$ cat config.mk
export PLATFORM = sky130hd
export DESIGN_NAME = ps2_host_cmd_rx
export DESIGN_NICKNAME = d
export VERILOG_FILES = /design/src/rtl/ps2rx_pkg.sv /design/src/rtl/ps2rx_sync.sv /design/src/rtl/ps2rx_shift.sv /design/src/rtl/ps2_host_cmd_rx.sv
export SDC_FILE = /design/constraint.sdc
export NUM_CORES = 1
export LEC_CHECK = 0
export BUFFER_PORTS_ARGS = -buffer_cell sky130_fd_sc_hd__buf_2
export CORE_ASPECT_RATIO = 1.25
export CORE_MARGIN = 1
export CORE_UTILIZATION = 35
export CTS_BUF_LIST = sky130_fd_sc_hd__clkbuf_4 sky130_fd_sc_hd__clkbuf_8
export DETAILED_ROUTE_END_ITERATION = 8
export HOLD_SLACK_MARGIN = 0.1
export MAX_ROUTING_LAYER = met4
export PLACE_DENSITY_LB_ADDON = 0.1
export SLEW_MARGIN = 20
export SYNTH_ARGS = -nofsm -noshare
export SYNTH_HDL_FRONTEND = slang
export SYNTH_HIERARCHICAL = 1
export SYNTH_SLANG_ARGS = --single-unit
$ cat constraint.sdc
create_clock -name clk -period 2.6 [get_ports clk]
set_clock_uncertainty 0.05 [all_clocks]
set_input_delay 0.26 -clock clk [delete_from_list [all_inputs] [get_ports clk]]
set_output_delay 0.26 -clock clk [all_outputs]
set_load 0.005 [all_outputs]
$ cat src/rtl/ps2rx_pkg.sv
package ps2rx_pkg;
  typedef enum logic [2:0] {
    ST_IDLE,
    ST_LOW,
    ST_HIGH,
    ST_ACK_LEAD,
    ST_ACK_LOW,
    ST_ACK_HIGH
  } ps2rx_state_e;
endpackage

$ cat src/rtl/ps2rx_sync.sv
module ps2rx_sync #(
  parameter int W      = 2,
  parameter int STAGES = 2
) (
  input  logic         clk,
  input  logic         rst,
  input  logic [W-1:0] d,
  output logic [W-1:0] q
);
  logic [W-1:0] stg [STAGES];

  for (genvar i = 0; i < STAGES; i++) begin : g_stage
    if (i == 0) begin : g_first
      always_ff @(posedge clk) begin
        if (rst) stg[i] <= '1;
        else     stg[i] <= d;
      end
    end else begin : g_next
      always_ff @(posedge clk) begin
        if (rst) stg[i] <= '1;
        else     stg[i] <= stg[i-1];
      end
    end
  end

  assign q = stg[STAGES-1];
endmodule

$ cat src/rtl/ps2rx_shift.sv
module ps2rx_shift #(
  parameter int DW = 8
) (
  input  logic          clk,
  input  logic          rst,
  input  logic          clr,
  input  logic          en,
  input  logic          bit_i,
  output logic [DW-1:0] data_o,
  output logic          odd_o
);
  logic [DW:0] sr;

  always_ff @(posedge clk) begin
    if (rst || clr) sr <= '0;
    else if (en)    sr <= {bit_i, sr[DW:1]};
  end

  assign data_o = sr[DW-1:0];
  assign odd_o  = ^sr;
endmodule

$ cat src/rtl/ps2_host_cmd_rx.sv
module ps2_host_cmd_rx
  import ps2rx_pkg::*;
#(
  parameter int DATA_W      = 8,
  parameter int HALF_CYC    = 40,
  parameter int POLL_CYC    = 2000,
  parameter int ABORT_CYC   = 100,
  parameter int LEAD_CYC    = 5,
  parameter int SYNC_STAGES = 2
) (
  input  logic              clk,
  input  logic              rst,
  input  logic              bus_clk_i,
  input  logic              bus_dat_i,
  input  logic              tx_idle,
  output logic              clk_drive_low,
  output logic              dat_drive_low,
  output logic              busy,
  output logic              cmd_valid,
  output logic [DATA_W-1:0] cmd_byte,
  output logic              cmd_par_err,
  output logic              host_abort,
  output logic              resend_req
);
  localparam int CELL_W = $clog2(HALF_CYC + LEAD_CYC + 1);
  localparam int POLL_W = $clog2(POLL_CYC + 1);
  localparam int ABT_W  = $clog2(ABORT_CYC + 1);
  localparam int IDX_W  = $clog2(DATA_W + 3);
  localparam logic [CELL_W-1:0] HALF_END = CELL_W'(HALF_CYC - 1);
  localparam logic [CELL_W-1:0] LEAD_END = CELL_W'(LEAD_CYC - 1);
  localparam logic [CELL_W-1:0] SAMPLE_AT = CELL_W'(HALF_CYC / 2);
  localparam logic [CELL_W-1:0] GUARD = CELL_W'(SYNC_STAGES + 1);
  localparam logic [POLL_W-1:0] POLL_END = POLL_W'(POLL_CYC - 1);
  localparam logic [ABT_W-1:0] ABT_END = ABT_W'(ABORT_CYC - 1);
  localparam logic [IDX_W-1:0] PAR_IDX = IDX_W'(DATA_W);
  localparam logic [IDX_W-1:0] STOP_IDX = IDX_W'(DATA_W + 1);

  logic [1:0] line_s;
  logic       clk_s, dat_s;

  ps2rx_sync #(.W(2), .STAGES(SYNC_STAGES)) u_sync (
    .clk(clk), .rst(rst), .d({bus_clk_i, bus_dat_i}), .q(line_s)
  );
  assign clk_s = line_s[1];
  assign dat_s = line_s[0];

  ps2rx_state_e      state, state_n;
  logic [CELL_W-1:0] cnt, cnt_n;
  logic [POLL_W-1:0] poll, poll_n;
  logic [ABT_W-1:0]  abt, abt_n;
  logic [IDX_W-1:0]  idx, idx_n;
  logic              ferr, ferr_n, samp, samp_n;
  logic              sh_en, sh_clr, v_n, a_n, r_n;
  logic [DATA_W-1:0] sh_data;
  logic              sh_odd;

  ps2rx_shift #(.DW(DATA_W)) u_shift (
    .clk(clk), .rst(rst), .clr(sh_clr), .en(sh_en), .bit_i(dat_s),
    .data_o(sh_data), .odd_o(sh_odd)
  );

  always_comb begin
    state_n = state;
    cnt_n   = cnt;
    poll_n  = '0;
    abt_n   = '0;
    idx_n   = idx;
    ferr_n  = ferr;
    samp_n  = samp;
    sh_en   = 1'b0;
    sh_clr  = 1'b0;
    v_n     = 1'b0;
    a_n     = 1'b0;
    r_n     = 1'b0;
    case (state)
      ST_IDLE: begin
        poll_n = (poll == POLL_END) ? '0 : poll + 1'b1;
        if (poll == POLL_END && tx_idle && clk_s && !dat_s) begin
          state_n = ST_LOW;
          cnt_n   = '0;
          idx_n   = '0;
          ferr_n  = 1'b0;
          sh_clr  = 1'b1;
        end
      end
      ST_LOW, ST_ACK_LOW: begin
        if (cnt == HALF_END) begin
          state_n = (state == ST_LOW) ? ST_HIGH : ST_ACK_HIGH;
          cnt_n   = '0;
        end else cnt_n = cnt + 1'b1;
      end
      ST_HIGH: begin
        if (cnt >= GUARD && !clk_s) begin
          abt_n = abt + 1'b1;
          if (abt == ABT_END) begin
            state_n = ST_IDLE;
            a_n     = 1'b1;
          end
        end else if (cnt == HALF_END) begin
          cnt_n = '0;
          if (ferr) begin
            if (samp) begin
              state_n = ST_IDLE;
              r_n     = 1'b1;
            end else state_n = ST_LOW;
          end else if (idx == STOP_IDX) begin
            state_n = samp ? ST_ACK_LEAD : ST_LOW;
            ferr_n  = !samp;
          end else begin
            idx_n   = idx + 1'b1;
            state_n = ST_LOW;
          end
        end else begin
          cnt_n = cnt + 1'b1;
          if (cnt == SAMPLE_AT) begin
            samp_n = dat_s;
            sh_en  = !ferr && (idx <= PAR_IDX);
          end
        end
      end
      ST_ACK_LEAD: begin
        if (cnt == LEAD_END) begin
          state_n = ST_ACK_LOW;
          cnt_n   = '0;
        end else cnt_n = cnt + 1'b1;
      end
      ST_ACK_HIGH: begin
        if (cnt == HALF_END) begin
          state_n = ST_IDLE;
          v_n     = 1'b1;
        end else cnt_n = cnt + 1'b1;
      end
      default: state_n = ST_IDLE;
    endcase
  end

  always_ff @(posedge clk) begin
    if (rst) begin
      state         <= ST_IDLE;
      cnt           <= '0;
      poll          <= '0;
      abt           <= '0;
      idx           <= '0;
      ferr          <= 1'b0;
      samp          <= 1'b0;
      clk_drive_low <= 1'b0;
      dat_drive_low <= 1'b0;
      busy          <= 1'b0;
      cmd_valid     <= 1'b0;
      cmd_byte      <= '0;
      cmd_par_err   <= 1'b0;
      host_abort    <= 1'b0;
      resend_req    <= 1'b0;
    end else begin
      state         <= state_n;
      cnt           <= cnt_n;
      poll          <= poll_n;
      abt           <= abt_n;
      idx           <= idx_n;
      ferr          <= ferr_n;
      samp          <= samp_n;
      clk_drive_low <= (state_n == ST_LOW) || (state_n == ST_ACK_LOW);
      dat_drive_low <= (state_n == ST_ACK_LEAD) || (state_n == ST_ACK_LOW) ||
                       (state_n == ST_ACK_HIGH);
      busy          <= (state_n != ST_IDLE);
      cmd_valid     <= v_n;
      host_abort    <= a_n;
      resend_req    <= r_n;
      if (v_n) begin
        cmd_byte    <= sh_data;
        cmd_par_err <= !sh_odd;
      end
    end
  end

  // Checker state: length of the current driven-low clock run.
  logic [CELL_W-1:0] lo_run;
  always_ff @(posedge clk) begin
    if (rst)                lo_run <= '0;
    else if (clk_drive_low) lo_run <= lo_run + 1'b1;
    else                    lo_run <= '0;
  end

  AST_IDLE_RELEASED: assert property (@(posedge clk) disable iff (rst)
    !busy |-> (!clk_drive_low && !dat_drive_low));
  AST_START_NEEDS_GRANT: assert property (@(posedge clk) disable iff (rst)
    $rose(busy) |-> $past(tx_idle));
  AST_LOW_PULSE_LEN: assert property (@(posedge clk) disable iff (rst)
    $fell(clk_drive_low) |-> (lo_run == CELL_W'(HALF_CYC)));
  AST_ACK_LEADS_EDGE: assert property (@(posedge clk) disable iff (rst)
    ($rose(clk_drive_low) && dat_drive_low) |-> $past(dat_drive_low));
  AST_ACK_ENDS_WITH_VALID: assert property (@(posedge clk) disable iff (rst)
    cmd_valid |-> $fell(dat_drive_low));
  AST_ABORT_FREES_BUS: assert property (@(posedge clk) disable iff (rst)
    host_abort |-> (!clk_drive_low && !dat_drive_low && !busy));
  AST_RESEND_NO_DATA: assert property (@(posedge clk) disable iff (rst)
    resend_req |-> (!dat_drive_low && !busy));
  AST_STROBES_EXCL: assert property (@(posedge clk) disable iff (rst)
    $countones({cmd_valid, host_abort, resend_req}) <= 1);
  AST_VALID_ONE_CYCLE: assert property (@(posedge clk) disable iff (rst)
    cmd_valid |=> !cmd_valid);
endmodule

# Yosys cells after proc, flatten, opt, wreduce, memory -nomap -nowiden
# Memories as Yosys holds them, arrays and structs flattened.
# Index checks and enable logic that the tools add are counted.
[classes] add_sub_neg=4 order_cmp=2 n_eq_ne=21 muxes=46 bitwise=7 reduce_logical=27
[op_table] op="2-to-1 mux 6 bit" n=5
[op_table] op="case mux 6 bit (5 select lines)" n=1
[op_table] op="2-to-1 mux 3 bit" n=9
[op_table] op="2-to-1 mux 4 bit" n=5
[op_table] op="2-to-1 mux 1 bit" n=19
[op_table] op="case mux 3 bit (5 select lines)" n=1
[op_table] op="equality test 3 bit (second input constant)" n=4
[op_table] op="inequality test 2 bit (second input constant)" n=6
[op_table] op="AND reduction 4 bit" n=3
[op_table] op="adder 11 x 1 -> 11 bit (second input constant)" n=1
[op_table] op="equality test 11 bit (second input constant)" n=1
[op_table] op="equality test 3 x 2 -> 1 bit (second input constant)" n=3
[op_table] op="parity 9 bit" n=1
[op_table] op="2-to-1 mux 2 bit" n=4
[op_table] op="case mux 4 bit (2 select lines)" n=1
[op_table] op="adder 7 x 1 -> 7 bit (second input constant)" n=1
[op_table] op="equality test 7 bit (second input constant)" n=1
[op_table] op="adder 6 x 1 -> 6 bit (second input constant)" n=1
[op_table] op="equality test 3 x 1 -> 1 bit (second input constant)" n=2
[op_table] op="equality test 6 x 3 -> 1 bit (second input constant)" n=1
[op_table] op="equality test 6 x 5 -> 1 bit (second input constant)" n=1
[op_table] op="equality test 6 bit (second input constant)" n=1
[op_table] op=">= comparator 6 x 2 -> 1 bit (second input constant)" n=1
[op_table] op="AND reduction 6 bit" n=1
[op_table] op="other kinds (16)" n=33
[totals] reg_bits=57 ramBits=4 output_inout_bits=15 mem_count=1
[memory_table] name="u_sync.stg" words=2 word_bits=2 rd=2 rd_ports_with_merged_regs=0 write_ports=2 line_no="ps2rx_sync.sv:10" text="logic [W-1:0] stg [STAGES];"

# Depth between registers and ports, before layout
# Gate-level depths: netlist of the first run.
[logic_depth] depth_word=9 mapped_depth=9 mapped_depth_nobuf=8

# Modules after synthesis
# The synthesis of the first run kept the hierarchy.
[by_module_without_submodules] mod="ps2_host_cmd_rx" instances=1 cells_per_inst=263 area_per_inst_um2=2344.7
[by_module_without_submodules] mod="ps2rx_shift" instances=1 cells_per_inst=45 area_per_inst_um2=461.7
[by_module_without_submodules] mod="ps2rx_sync" instances=1 cells_per_inst=8 area_per_inst_um2=105.1

# Least setup slack after synthesis of the first run
# Ideal clock, no wire load.
[synth_timing] path_kind="flip-flop to flip-flop" startpoint="register cnt[3]" endpoint="register u_shift.sr[0]" arrival_time_ps=1844 required_time_ps=2424 slack_ps=580 path_stages_with_launch=8 synth_period_minus_slack_ps=2020 cell_sequence="dfxtp_1 or2_2 o41ai_4 nand3_1 a211oi_1 buf_2 mux2i_1 nor2_1"
[synth_via] elab_chain_cells=5 word_cells_on_any_way=8 cone_classes="order compare: 1; eq/ne: 2; mux: 4; reduce/logical: 1"
[synth_rtl] element="from (decl)" line_no="ps2_host_cmd_rx.sv:48" text="logic [CELL_W-1:0] cnt, cnt_n;"
[synth_rtl] element="from (signal assigned)" line_no="ps2_host_cmd_rx.sv:156" text="cnt <= cnt_n;"
[synth_rtl] element="branches (longest 3 deep; another with >= comparator 6 x 2 -> 1 bit)"
[synth_rtl] element="2-to-1 mux 1 bit *" line_no="ps2_host_cmd_rx.sv:93" text="if (cnt >= GUARD && !clk_s) begin"
[synth_rtl] element="2-to-1 mux 1 bit *" line_no="ps2_host_cmd_rx.sv:75" text="case (state)"
[synth_rtl] element="named net sh_en" line_no="ps2_host_cmd_rx.sv:53" text="logic sh_en, sh_clr, v_n, a_n, r_n;"
[synth_rtl] element="to (signal assigned)" line_no="ps2rx_shift.sv:16" text="else if (en) sr <= {bit_i, sr[DW:1]};"
[synth_rtl] element="to (decl)" line_no="ps2rx_shift.sv:12" text="logic [DW:0] sr;"
# Mark *: on every way through the listed nets, which the timed path passes.
# A chain may end at the register's enable or synchronous reset.

# Worst setup path after layout of the first run
[layout_timing] startpoint="register cnt[3]" endpoint="register u_shift.sr[7]"
# Same word-level chain as after synthesis.

==> results of run 1 <==
## state kept, by name, summed over array words and instances (netlist names)
signal         count
poll              11
u_shift/sr         9
cmd_byte           8
abt                7
cnt                6
idx                4
u_sync/stg         4
state              3
busy               1
clk_drive_low      1
cmd_par_err        1
cmd_valid          1
dat_drive_low      1
ferr               1
host_abort         1
resend_req         1
samp               1
## repair_timing
item / in CTS / in global routing
buffers inserted: 0 / 0
endpoints found under the hold margin: 2 / 0
hold buffers: 2 / 0
## worst paths after layout
path                    start               end  slack (ns)  cells after the start
max                    cnt[3]     u_shift/sr[7]        0.33                      7
min                       rst            cnt[2]        0.15                      2
max reg2reg            cnt[3]     u_shift/sr[7]        0.33                      7
min reg2reg  u_sync/stg[0][0]  u_sync/stg[1][0]        0.36                      1
## cell families (layout without fill, tap and decap cells)
family / count (synthesis) / after routing / synth area share
and+or+nand+nor: 132 / 132 / 0.239
DFF: 61 / 61 / 0.419
AOI/OAI and AO/OA: 36 / 36 / 0.0924
buffers and inverters: 36 / 55 / 0.0709
xor gates and xnor gates: 24 / 24 / 0.0795
muxes: 20 / 20 / 0.0688
adders and majority gates: 7 / 7 / 0.0301
## placed cells by master, fill, tap and decap left out, drive strengths merged, types with 7 or more instances in the layout
cell	n
buf	23
clkbuf	10
dfxtp	61
ha	7
inv	17
mux2i	20
nand2	12
nand3	13
nand4	8
nor2	54
nor3	8
o21ai	10
or2	7
or3	8
xnor2	18
## power groups by stage
stage	sequential, W	clock, W	combinational, W
2_1_floorplan	0.000966	0	0.0000213
3_3_place_gp	0.000967	0	0.0000299
3_5_place_dp	0.000967	0	0.0000299
4_1_cts	0.000945	0.000819	0.0000322
5_1_grt	0.000946	0.000857	0.0000357
6_report	0.000945	0.000791	0.0000314
## area by class of cell
type	instances	area (sq um)	area share
Clock inverter	6	45.0	0.0140
Timing Repair Buffer	25	145	0.0452
Inverter	14	52.6	0.0164
Sequential cell	61	1220	0.381
Tap cell	95	119	0.0370
Clock buffer	10	138	0.0429
Multi-Input combinational cell	219	1490	0.464
## routing by layer
metal,share of wire,up-vias
li1,-,1116
met1,0.48,1007
met2,0.47,27
met3,0.028,11
met4,0.024,0
met5,0,-
## critical path, delay by kind of cell, from the launching register on
family          cells  cell delay, ns
compound gates      2            0.63
buf+inv             1            0.24
flops               1            0.36
mux                 1            0.20
simple gates        3            0.67
## per-stage QoR
stage                     std cells  power, W  hold slack [ns]   util  area (sq um)
after global routing            430   0.00184            0.156  0.405          3210
after CTS                       430   0.00180            0.137  0.405          3210
after detailed placement        412  0.000997            0.343  0.379          3010
after global placement          412  0.000997            0.349  0.379          3010
after floorplan                 316  0.000987            0.307      -          2910
final                           430   0.00177            0.150  0.405          3210
==> results.json, run 1 <==
{
  "vias": 2161,
  "seq_area_frac_synth": 0.419,
  "fill_cells": 797,
  "clock-sinks": 61,
  "yosys.cell_count.top_type": "dfxtp_1",
  "met2_usage": 0.231,
  "finalCritPeriodShare": 0.875,
  "via_per_inst": 5.03,
  "rows": 36,
  "setup_viol": 0,
  "htree_levels": 3,
  "worstPathCellList": "or2_2, o41ai_4, nand3_1, a211oi_2, buf_4, mux2i_1, nor2_1",
  "root_buffer": "clkbuf_8",
  "cpMaxStageDelayCell": "or2_2",
  "cp.required_ns": 2.78,
  "power_switching_share": 0.246,
  "synth_top_area_frac": 0.419,
  "worstHoldPathType": "in2reg",
  "yosys.area.top_type": "dfxtp_1",
  "clk_path_buf_depth": 2,
  "grtUsageTotal": 0.147,
  "drv_slew": 0,
  "worstSkewPairLatency_ns": 0.35,
  "ys_types": 54,
  "die-height_um": 104,
  "max_stage_delay_ns": 0.37,
  "clockPowerShare": 0.447,
  "ys_ff_latch": 61,
  "syn_area_per_cell_sq_um": 9.21,
  "firstDrtPassIters": 4,
  "status": "finished clean",
  "finish.net_count": 342,
  "p_seq_frac": 0.535,
  "pin_count": 20,
  "endpoint_kind": "flop",
  "crit_path_start_kind": "flop",
  "cap_violations": 0,
  "async_flop_share": 0,
  "dp_slack_ns": 0.336,
  "netlist_area_sq_mm": 0.00291,
  "path_clk_slew_ns": 0.08,
  "p_sw_w": 0.000436,
  "cp_max_fo": 9,
  "setup_ws_ns": 0.325,
  "area_growth_pct": 10.2,
  "synth_area_leaders": "dfxtp_1 42%, nor2_1 7.0%, mux2i_1 6.9%",
  "timing.slew.headroom": 0.577,
  "synth_fp_nets": 328,
  "numCtsBuffers": 9,
  "die_area_sq_mm": 0.00869,
  "arrival_ns": 2.46,
  "cts_tree": "yes",
  "rsz0062_at_grt": "false",
  "syn-instance-count": 316,
  "grt_use_met1": 0.172,
  "fin_tns_setup_ns": 0,
  "core_sq_mm": 0.00793,
  "portBuffers": 19,
  "ctsResizeCount": 0,
  "drt-initial-drc-count": 55,
  "wl_per_cell_um": 13.8,
  "dp.final_hpwl_um": 4100,
  "grt_pass1_wl_um": 9920,
  "grt_pass1_vias": 2026,
  "yosys-top-cells-count": "61 x dfxtp_1, 54 x nor2_1, 20 x mux2i_1, 17 x xnor2_1, 14 x inv_1",
  "comb_power_share": 0.018,
  "synth_edf_count": 0,
  "finalHoldViolCount": 0,
  "start_util": 0.367,
  "synth_flop_cell": "dfxtp_1",
  "drive_gt1_frac": 0.152,
  "top_usage_layer": "met2",
  "tightest_slew_ns": 0.628,
  "drc": 0,
  "grt_max_degree": 25,
  "ir_drop_uv": 295,
  "drtAntennaViolNets": 0,
  "yosys_warnings": 6,
  "wl_um": 5930,
  "min_period_ns": 2.27,
  "grt_overflow": 0,
  "antenna_found_initial": 0,
  "p_int_w": 0.00133,
  "leakagePower_nw": 1.33,
  "fmax_mhz": 440,
  "use_met3": 0.0373,
  "crit_type": "reg2reg",
  "powerDensity_mw_per_mm2": 551,
  "routabilityCongestion": 0.852,
  "antenna_cells": 0,
  "die-width_um": 83.6
}
Note: power is estimated with default switching activity, not from simulation.
==> inputs of run 2 (changes only) <==
- MAX_ROUTING_LAYER: met4 -> not set
- clock period: 2.6 -> 2.9 ns (I/O delays scaled with it)
==> results.json, run 2 (synthesis gave the netlist of run 1 again) <==
{
  "dp.final_hpwl_um": 4120,
  "numCtsBuffers": 9,
  "die_area_sq_mm": 0.00869,
  "drtAntennaViolNets": 0,
  "top_regs": "poll x11, u_shift/sr x9, cmd_byte x8",
  "r2r_end": "u_shift/sr[7]",
  "final_cell_mix": "61 x dfxtp_1, 54 x nor2_1, 20 x mux2i_1, 19 x buf_2, 17 x xnor2_1",
  "endpoint_kind": "flop",
  "final_common_cell": "dfxtp_1",
  "largest_register_ffs": 11,
  "leakagePower_nw": 1.33,
  "htree_levels": 3,
  "die-height_um": 104,
  "holdWs_ns": 0.191,
  "path_buf_inv": 1,
  "cts_tree": "yes",
  "status": "finished clean",
  "drv_slew": 0,
  "clock-sinks": 61,
  "core_sq_mm": 0.00793,
  "grt_max_degree": 25,
  "rows": 36,
  "cp.required_ns": 3.09,
  "start_util": 0.367,
  "cap_violations": 0,
  "setup_viol": 0,
  "tightest_slew_ns": 0.645,
  "drc": 0,
  "finalCritPeriodShare": 0.776,
  "antenna_found_initial": 0,
  "finish.net_count": 341,
  "path_clk_slew_ns": 0.08,
  "wl_per_cell_um": 13.7,
  "drive_gt1_frac": 0.150,
  "root_buffer": "clkbuf_8",
  "drt-initial-drc-count": 92,
  "largest_register": "poll",
  "antenna_cells": 0,
  "die-width_um": 83.6,
  "finish.utilization": 0.406,
  "fmax_mhz": 445,
  "wl_um": 5860,
  "crit_path_start_kind": "flop",
  "rsz0062_at_grt": "false",
  "powerDensity_mw_per_mm2": 507,
  "grt_overflow": 0,
  "grt_pass1_vias": 2104,
  "timing.slew.headroom": 0.565,
  "hold_end": "cnt[0]",
  "min_period_ns": 2.25,
  "max_stage_delay_ns": 0.38,
  "routabilityCongestion": 0.817,
  "portBuffers": 19,
  "worstSkewPairLatency_ns": 0.34,
  "vias": 2150,
  "pin_count": 20,
  "place_inst": 411,
  "fin_tns_setup_ns": 0,
  "grt_pass1_wl_um": 10200,
  "crit_cells": 7,
  "cp_max_fo": 9,
  "finalHoldViolCount": 0,
  "whs_path_depth": 2,
  "r2r_start": "cnt[3]",
  "r2r_cells": 7,
  "clk_path_buf_depth": 2,
  "arrival_ns": 2.44,
  "via_per_inst": 5.01,
  "ir_drop_uv": 234,
  "grtUsageTotal": 0.148,
  "layoutNonFillerInstCount": 429,
  "firstDrtPassIters": 4,
  "worstHoldPathType": "in2reg",
  "crit_type": "reg2reg",
  "area_growth_pct": 10.5,
  "hold_path.startpoint": "rst",
  "finalPower_w": 0.00163,
  "worstPathCellList": "or2_2, o41ai_4, nand3_1, a211oi_2, buf_4, mux2i_1, nor2_1",
  "cpMaxStageDelayCell": "or2_2",
  "crit_family": "simple AND/OR/NAND/NOR gates",
  "rrSetupSlack_ns": 0.65
}
==> run 2: changes by cell type in the layout (fill, tap and decap cells not counted), sizes merged <==
| cell | previous run | this run |
|---|---|---|
| inv | 17 | 16 |
| bufinv | 0 | 1 |
| clkinvlp | 0 | 1 |
| clkbuf | 10 | 9 |
| buf | 23 | 22 |
==> run 2: cell type report <==
type | instances | area (sq um)
Clock inverter | 7 | 73.8
Clock buffer | 9 | 124
Inverter | 14 | 52.6
Multi-Input combinational cell | 219 | 1490
Tap cell | 95 | 119
Timing Repair Buffer | 24 | 138
Fill cell | 814 | 4710
Sequential cell | 61 | 1220
==> run 2: worst max-delay path by stage <==
stage / start / end / slack, ns
6_report: cnt[3] / u_shift/sr[7] / 0.65
5_1_grt: cnt[3] / u_shift/sr[7] / 0.40
4_1_cts: cnt[3] / u_shift/sr[7] / 0.63
3_5_place_dp: cnt[3] / u_shift/sr[7] / 0.63
3_3_place_gp: cnt[3] / u_shift/sr[7] / 0.68
2_1_floorplan: cnt[3] / u_shift/sr[0] / 0.88
==> run 2: what timing repair did <==
item                       4_1_cts  5_1_grt
setup buffers                    0        0
hold endpoints to repair         2        0
resized for setup                0        0
hold buffers                     2        0
setup endpoints to repair        0        0
==> run 2: layer usage <==
| layer | routed length, um | global-route usage |
|---|---|---|
| met1 | 2830 | 0.186 |
| met2 | 2820 | 0.229 |
| met3 | 145 | 0.0405 |
| met4 | 63 | 0.0775 |
| met5 | 0 | 0 |
==> run 2: where the power goes <==
| group | internal (W) | total (W) | switching (W) |
|---|---|---|---|
| Combinational | 0.0000105 | 0.0000281 | 0.0000176 |
| Clock | 0.000401 | 0.000756 | 0.000356 |
| Sequential | 0.000844 | 0.000848 | 0.00000411 |
| Total | 0.00125 | 0.00163 | 0.000377 |
==> run 2: through the flow <==
stage | setup WS (ns) | instance area [sq um]
3_5_place_dp | 0.635 | 3000
4_1_cts | 0.633 | 3220
5_1_grt | 0.403 | 3220
3_3_place_gp | 0.682 | 3000
2_1_floorplan | 0.880 | 2910
6_report | 0.651 | 3220
==> inputs of run 3 (changes only) <==
- clock period: 2.9 -> 1.84 ns (I/O delays scaled with it)
==> results.json, run 3 (synthesis gave the netlist of run 1 again) <==
{
  "wl_per_cell_um": 13.8,
  "ir_drop_uv": 484,
  "crit_cells": 7,
  "finalPower_w": 0.00272,
  "fmax_mhz": 528,
  "final_common_cell": "dfxtp_1",
  "area_growth_pct": 32.6,
  "wl_met1_um": 2930,
  "dr_wl_met3_um": 117,
  "crit_type": "reg2reg",
  "max_stage_delay_ns": 0.36,
  "drv_slew": 0,
  "arrival_ns": 2.07,
  "rrSetupSlack_ns": -0.05,
  "grt_pass1_wl_um": 10700,
  "final_cell_mix": "57 x dfxtp_1, 53 x nor2_1, 48 x buf_4, 20 x mux2i_1, 19 x buf_2",
  "die-height_um": 104,
  "r2r_cells": 7,
  "routabilityCongestion": 0.791,
  "drc": 0,
  "htree_levels": 3,
  "top_regs": "poll x11, u_shift/sr x9, cmd_byte x8",
  "finalHoldViolCount": 0,
  "drtAntennaViolNets": 0,
  "finalCritPeriodShare": 1.03,
  "firstDrtPassIters": 6,
  "die_area_sq_mm": 0.00869,
  "rsz0062_at_grt": "true",
  "setup_ws_ns": -0.0527,
  "path_buf_inv": 2,
  "worstSkewPairLatency_ns": 0.34,
  "timing.slew.headroom": 0.746,
  "crit_path_start_kind": "flop",
  "drive_gt1_frac": 0.345,
  "grt_max_degree": 20,
  "setup_viol": 15,
  "powerDensity_mw_per_mm2": 703,
  "cp.required_ns": 2.02,
  "dp_slack_ns": -0.0900,
  "wl_um": 6590,
  "whs_path_depth": 2,
  "numCtsBuffers": 9,
  "cp_max_fo": 6,
  "clock-sinks": 61,
  "cts_tree": "yes",
  "grtUsageTotal": 0.155,
  "met2_length_um": 3400,
  "tightest_slew_ns": 0.381,
  "core_sq_mm": 0.00793,
  "violations": "negative setup slack",
  "crit_family": "compound AO/OA/AOI/OAI gates",
  "worstHoldPathType": "in2reg",
  "largest_register": "poll",
  "largest_register_ffs": 11,
  "drt-initial-drc-count": 78,
  "path_clk_slew_ns": 0.07,
  "clk_path_buf_depth": 2,
  "leakagePower_nw": 1.63,
  "antenna_found_initial": 0,
  "antenna_cells": 0,
  "status": "complete, but fails checks",
  "grt_pass1_vias": 2238,
  "root_buffer": "clkbuf_8",
  "finish.net_count": 390,
  "routed.top_layer": "met4",
  "worstPathCellList": "or2_4, o41ai_4, buf_4, o221ai_4, buf_6, a211oi_4, o32ai_2",
  "portBuffers": 19,
  "endpoint_kind": "flop",
  "rows": 36,
  "vias": 2352,
  "via_per_inst": 4.92,
  "min_period_ns": 1.89,
  "dp.final_hpwl_um": 4650,
  "die-width_um": 83.6,
  "start_util": 0.367,
  "holdWs_ns": 0.178,
  "grt_overflow": 0,
  "pin_count": 20,
  "cap_violations": 0,
  "cpMaxStageDelayCell": "o41ai_4"
}
[run 3: power by group]
part            total, W  switching, W  internal, W
clock network    0.00133      0.000562     0.000768
logic          0.0000532     0.0000318    0.0000214
registers        0.00133    0.00000540      0.00133
[run 3: worst paths after layout]
| check | startpoint | to |
|---|---|---|
| hold / removal | rst | cmd_byte[4] |
| setup / recovery | cnt[4] | cnt[3] |
| hold reg to reg | u_sync/stg[0][1] | u_sync/stg[1][1] |
| setup reg to reg | cnt[4] | cnt[3] |
[run 3: layout make-up]
class                   instances  area, sq um
clock buffers                   9          124
clock inverters                 7         98.8
fillers                       775         4070
inverters                      14         52.6
multi-input cells             219         1710
flip-flops and latches         61         1230
well taps                      95          119
repair buffers                 73          520
[run 3: repair_timing]
action,CTS,global route
cloned,0,0
hold buffers,2,0
gates resized for setup,19,30
endpoints found under the setup margin,21,23
buffers inserted,2,2
hold endpoints to repair,2,0
pin swaps,10,8
[run 3: layer usage]
metal	global-route usage	vias up
li1	-	1214
met1	0.181	1106
met2	0.264	19
met3	0.0317	13
met4	0.0860	0
met5	0	-
[run 3: stage by stage]
stage / area [sq um] / instances / setup TNS [ns] / util
after floorplan: 2930 / 316 / -0.874 / -
after global placement: 3370 / 458 / -0.880 / 0.425
after detailed placement: 3370 / 458 / -1.04 / 0.425
after CTS: 3700 / 477 / -0.291 / 0.467
after global routing: 3860 / 478 / -1.92 / 0.487
final: 3860 / 478 / -0.404 / 0.487
